## src/rtl/legacy_shadow_router.sv

```systemverilog
module legacy_shadow_router #(
  parameter int ADDR_W   = 20,
  parameter int DATA_W   = 8,
  parameter int CFG_AW   = 8,
  parameter int CFG_BASE = 'h59,
  parameter int NUM_REGS = 7
) (
  input  logic              clk,
  input  logic              rst_n,
  input  logic [CFG_AW-1:0] cfg_addr,
  input  logic [7:0]        cfg_wdata,
  input  logic [1:0]        cfg_we,
  output logic [7:0]        cfg_rdata,
  input  logic              cpu_req,
  input  logic              cpu_we,
  input  logic [ADDR_W-1:0] cpu_addr,
  input  logic [DATA_W-1:0] cpu_wdata,
  output logic [DATA_W-1:0] cpu_rdata,
  output logic              dram_req,
  output logic              dram_we,
  output logic [ADDR_W-1:0] dram_addr,
  output logic [DATA_W-1:0] dram_wdata,
  input  logic [DATA_W-1:0] dram_rdata,
  output logic              rom_req,
  output logic              rom_we,
  output logic [ADDR_W-1:0] rom_addr,
  output logic [DATA_W-1:0] rom_wdata,
  input  logic [DATA_W-1:0] rom_rdata
);

  localparam logic [ADDR_W-1:0] WIN_C = ADDR_W'('hC0000);
  localparam logic [ADDR_W-1:0] WIN_E = ADDR_W'('hE0000);
  localparam logic [ADDR_W-1:0] WIN_F = ADDR_W'('hF0000);
  localparam logic [ADDR_W-1:0] WIN_X = ADDR_W'('hFFFFF);

  logic [NUM_REGS-1:0][7:0] attr_q;
  logic [CFG_AW-1:0]        cfg_off;
  logic                     cfg_hit;
  logic [3:0]               seg;
  logic                     win_hit;
  logic [3:0]               fld;
  logic                     to_dram;

  assign cfg_off = cfg_addr - CFG_AW'(CFG_BASE);
  assign cfg_hit = (cfg_addr >= CFG_AW'(CFG_BASE)) &&
                   (cfg_addr <  CFG_AW'(CFG_BASE + NUM_REGS));

  for (genvar i = 0; i < NUM_REGS; i++) begin : g_attr
    always_ff @(posedge clk) begin
      if (!rst_n) begin
        attr_q[i] <= 8'h00;
      end else if (cfg_hit && cfg_off == CFG_AW'(i)) begin
        if (cfg_we[0]) attr_q[i][3:0] <= cfg_wdata[3:0];
        if (cfg_we[1]) attr_q[i][7:4] <= cfg_wdata[7:4];
      end
    end
  end

  always_comb begin
    cfg_rdata = 8'h00;
    for (int i = 0; i < NUM_REGS; i++)
      if (cfg_hit && cfg_off == CFG_AW'(i)) cfg_rdata = attr_q[i];
  end

  always_comb begin
    win_hit = 1'b1;
    seg     = 4'd0;
    if (cpu_addr >= WIN_F && cpu_addr <= WIN_X)
      seg = 4'd1;
    else if (cpu_addr >= WIN_E && cpu_addr < WIN_F)
      seg = 4'd10 + {2'b00, cpu_addr[15:14]};
    else if (cpu_addr >= WIN_C && cpu_addr < WIN_E)
      seg = 4'd2 + {1'b0, cpu_addr[16:14]};
    else
      win_hit = 1'b0;
  end

  always_comb begin
    fld = 4'h0;
    for (int i = 0; i < NUM_REGS; i++)
      if (seg[3:1] == 3'(i)) fld = seg[0] ? attr_q[i][7:4] : attr_q[i][3:0];
  end

  assign to_dram    = !win_hit || (cpu_we ? fld[1] : fld[0]);

  assign dram_req   = cpu_req && to_dram;
  assign rom_req    = cpu_req && !to_dram;
  assign dram_we    = dram_req && cpu_we;
  assign rom_we     = rom_req && cpu_we;
  assign dram_addr  = cpu_addr;
  assign rom_addr   = cpu_addr;
  assign dram_wdata = cpu_wdata;
  assign rom_wdata  = cpu_wdata;
  assign cpu_rdata  = to_dram ? dram_rdata : rom_rdata;

  AST_ONE_TARGET: assert property (@(posedge clk) disable iff (!rst_n)
    cpu_req |-> $countones({dram_req, rom_req}) == 1);
  AST_IDLE_QUIET: assert property (@(posedge clk) disable iff (!rst_n)
    !cpu_req |-> !dram_req && !rom_req && !dram_we && !rom_we);
  AST_ROM_RDATA: assert property (@(posedge clk) disable iff (!rst_n)
    rom_req && !cpu_we |-> cpu_rdata == rom_rdata);
  AST_LOW_TO_DRAM: assert property (@(posedge clk) disable iff (!rst_n)
    cpu_req && cpu_addr < WIN_C |-> dram_req);
  AST_ATTR_HOLD: assert property (@(posedge clk) disable iff (!rst_n)
    cfg_we == 2'b00 |=> $stable(attr_q));
  AST_FOREIGN_CFG: assert property (@(posedge clk) disable iff (!rst_n)
    !cfg_hit |=> $stable(attr_q));

endmodule

```

## config.mk

```make
export PLATFORM = sky130hd
export DESIGN_NAME = legacy_shadow_router
export DESIGN_NICKNAME = d
export VERILOG_FILES = /design/src/rtl/legacy_shadow_router.sv
export SDC_FILE = /design/constraint.sdc
export NUM_CORES = 1
export LEC_CHECK = 0
export ABC_CLOCK_PERIOD_IN_PS = 9800
export BUFFER_PORTS_ARGS = -buffer_cell sky130_fd_sc_hd__buf_4
export CAP_MARGIN = 20
export CORE_UTILIZATION = 40
export CTS_BUF_LIST = sky130_fd_sc_hd__clkbuf_2 sky130_fd_sc_hd__clkbuf_4 sky130_fd_sc_hd__clkbuf_8
export DETAILED_ROUTE_END_ITERATION = 10
export GPL_TIMING_DRIVEN = 0
export PLACE_DENSITY = 0.68
export REMOVE_ABC_BUFFERS = 1
export SLEW_MARGIN = 20
export SYNTH_ARGS = -nofsm -noshare
export SYNTH_HDL_FRONTEND = slang
export SYNTH_SLANG_ARGS = --single-unit
export TNS_END_PERCENT = 1
```

## constraint.sdc

```tcl
create_clock -name clk -period 9.8 [get_ports clk]
set_clock_uncertainty 0.15 [all_clocks]
set_input_delay 1.47 -clock clk [delete_from_list [all_inputs] [get_ports clk]]
set_output_delay 1.47 -clock clk [all_outputs]
set_load 0.05 [all_outputs]
```

==> flow_metrics.py <==
metrics = {
    "global_routing": {
        "vias_in_the_first_global_route": 2828,
        "number_of_antenna_violations_at_the_first_check_in_global_routing": 0,
        "maximum_number_of_pins_on_one_net_before_global_route_repair": 57,
        "grt_first_pass_wirelength_microns": 15400,
        "grt-ovfl-total": 0,
        "globalRouteTotalUtil_pct": 20.6,
    },
    "power_and_ir_drop": {
        "leakage_nw": 1.51,
        "power_mw": 0.448,
        "worst_ir_drop_vdd_v": 0.0000767,
        "power-per-cell-area_mw_per_mm2": 114,
    },
    "place": {
        "globalplace.congestion": 0.816,
        "hpwlAfterDp_microns": 6980,
        "io_buffer_count": 75,
    },
    "route": {
        "routed_wl_microns": 9830,
        "via_count": 2969,
        "drtIter0Drc": 182,
        "firstDrtPassIters": 4,
        "drt_drc_violations_left": 0,
        "ant_nets": 0,
        "wire_per_inst_microns": 18.2,
        "drt-vias-per-instance": 5.51,
    },
    "clock_network": {
        "tritoncts": "built",
        "clock_insertion_delay_worst_skew_ps": 310,
        "clock_tree.htree_level_count": 2,
        "clock_tree.buffer_depth": 2,
        "post_cts_hold_buffer_count": 0,
        "post-cts-setup-buffer-count": 0,
        "ctsRootBufferMaster": "clkbuf_8",
        "numClockSinks": 56,
        "cts_buffers": 5,
        "clk_transition_reported_paths_ps": 90,
        "cts-resized-gates": 0,
    },
    "floorplan": {
        "core_area_sq_mm": 0.00876,
        "floorplan.io_pins": 142,
        "die_h_microns": 97.3,
        "die_area_sq_mm": 0.00947,
        "floorplan.initialDensity_pct": 41.5,
        "die-width_microns": 97.3,
        "row_count": 34,
    },
    "finish": {
        "antenna-diode-count": 0,
        "largest_register_ffs": 56,
        "drive_gt1_share_pct": 23.2,
        "regMostFlops": "attr_q",
        "area_growth_syn_to_layout_pct": 7.92,
        "layout.nets": 497,
        "reg_top3": "attr_q: 56 flops",
        "finalCoreUtilization_pct": 44.8,
    },
    "hold_path": {
        "type_of_the_worst_min_delay_path": "reg -> reg",
        "launch_point_of_the_worst_hold_path": "attr_q[10]",
        "worst_hold_path.num_cells": 2,
        "min_to": "attr_q[10]",
    },
    "synth": {
        "xor_and_xnor_area_share_after_synthesis_pct": 0,
        "asyncSetResetFlopFracSynth_pct": 0,
        "synthesis.yosys.warnings": 0,
        "muxShareOfSynthArea_pct": 19.4,
        "synth_compound_area_share_pct": 14.7,
        "syn-mean-instance-area_sq_um": 8.57,
        "synth-simple-area-share_pct": 20.4,
        "yosys.area_share.adder_pct": 0.344,
        "largest_family_of_logic_cells_by_synthesized_area": "simple AND/OR/NAND/NOR gates",
        "yosys_register_bits": 56,
        "synth_edf_count": 0,
        "dominantRegCellSynth": "dfxtp_1",
        "yosysSeqAreaShare_pct": 30.8,
        "synthDistinctLibCells": 44,
        "syn_inst_count": 424,
        "syn_area_sq_mm": 0.00363,
    },
    "sta": {
        "final_period_minus_worst_setup_slack_ps": 6190,
        "setup_viol": 0,
        "number_of_pins_with_negative_max_slew_slack_in_the_final_report": 0,
        "final-hold-violation-count": 0,
        "setup_tns_ps": 0,
        "tightest_slew_ps": 966,
        "slew_headroom_pct": 35.5,
        "unrepaired_setup_endpoints_after_global_routing": "no",
        "maxClockFrequency_mhz": 162,
        "crit_share_post_route_pct": 63.2,
    },
    "worst_setup_path": {
        "cp_top_family": "compound AO/OA/AOI/OAI gates",
        "cp_data_arrival_time_ps": 4570,
        "ff2ff_setup_slack_ps": 8880,
        "cp_cell_sequence": "buf_4, ha_1, or3b_4, or3_4, a31o_1, o21ai_2, o211ai_1, a211oi_2, mux2_2, buf_4",
        "crit_type": "in -> out",
        "max_stage_delay_ps": 800,
        "worstPathBufferInverterCount": 2,
        "worstReg2RegStart": "attr_q[49]",
        "start_kind": "input pin",
        "critical_path.reg2reg.endpoint": "attr_q[49]",
        "timing.critical_path.slowest_stage_cell": "a211oi_2",
        "end_kind": "output pin",
        "critical_path_peak_fanout": 12,
        "ff2ff_path_depth": 2,
        "crit_top_cell": "buf_4",
        "cp.required_ps": 8180,
    },
    "flow_run": {
        "drv_cap": 0,
    },
    "outcome": {
        "outcome": "complete, no violations",
    },
}
layout make-up:
cell class	instances	area, sq um
clock buffers	8	97.6
fillers	867	4840
inverters	3	11.3
multi-input cells	289	1990
flip-flops and latches	56	1120
well taps	108	135
repair buffers	75	563
cells in the final DEF, fill, tap and decap left out, types with 3 or more instances in the layout:
cell type / netlist / final
buf_4: 57 / 75
mux2i_1: 56 / 56
dfxtp_1: 56 / 56
nor2b_1: 45 / 45
nand2_1: 42 / 42
nand3_1: 23 / 23
o21ai_0: 21 / 21
a21boi_0: 20 / 20
nor2_1: 10 / 10
o22ai_1: 9 / 9
a21oi_1: 8 / 8
o22a_1: 8 / 8
mux2_4: 6 / 6
clkbuf_8: 0 / 6
mux2_2: 5 / 5
nor3_1: 4 / 4
nand3b_1: 3 / 3
inv_1: 3 / 3
how the worst max path moves through the flow:
stage              endpoint  slack, ps  cells past startpoint    startpoint
2_1_floorplan        rom_we       4040                      8  cpu_addr[15]
3_3_place_gp   cpu_rdata[3]       3640                     10  cpu_addr[15]
3_5_place_dp   cpu_rdata[3]       3600                     10  cpu_addr[15]
4_1_cts        cpu_rdata[3]       3600                     10  cpu_addr[15]
5_1_grt        cpu_rdata[3]       3340                     10  cpu_addr[15]
6_report       cpu_rdata[3]       3610                     10  cpu_addr[15]
worst min-delay path, stage by stage, from the launching register on:
cell      delay [ps]
dfxtp_1          320
nand2_1           40
a21boi_0          60
synth_stat cells (3+ instances only):
cell type	count	area, sq um
nor2_1	10	37.5
o21ai_0	21	105
inv_1	3	11.3
mux2i_1	56	561
o22a_1	8	70.1
a21boi_0	20	150
nor2b_1	45	282
nor3_1	4	20.0
nand3b_1	3	22.5
mux2_4	6	90.1
buf_4	57	428
nand3_1	23	115
nand2_1	42	158
dfxtp_1	56	1120
mux2_2	5	56.3
o22ai_1	9	56.3
a21oi_1	8	40.0
clkbuf_1	15	56.3
logic make-up (layout without fill, tap and decap cells):
kind of cell             count (synthesis)  after routing
flip-flops                              56             56
adder cells (fa/ha/maj)                  1              1
multiplexers                            67             67
AND/OR/NAND/NOR                        142            142
buffers and inverters                   79             86
AO/OA/AOI/OAI                           79             79
per-stage QoR:
step | instance area, sq um | std cells | setup slack [ps] | hold slack (ps)
2_1_floorplan | 3130 | 348 | 4040 | 293
3_3_place_gp | 3820 | 531 | 3640 | 303
3_5_place_dp | 3820 | 531 | 3600 | 309
4_1_cts | 3920 | 539 | 3600 | 323
5_1_grt | 3920 | 539 | 3340 | 344
6_report | 3920 | 539 | 3610 | 318
metal layers:
| layer | up-vias | part of all wire, % | track usage [%] |
|---|---|---|---|
| met1 | 1387 | 47 | 28.3 |
| met2 | 138 | 42 | 30.5 |
| met3 | 8 | 9.5 | 7.55 |
| li1 | 1436 | - | - |
| met4 | 0 | 1.0 | 4.86 |
| met5 | - | 0 | 2.75 |
report_power, final:
group	leakage (nW)	internal (mW)	total, mW	switching [mW]
Combinational	1.01	0.0327	0.0820	0.0493
Clock	0.0523	0.0634	0.139	0.0751
Sequential	0.451	0.228	0.228	0.000147
Power figures use the tool's default switching activity.
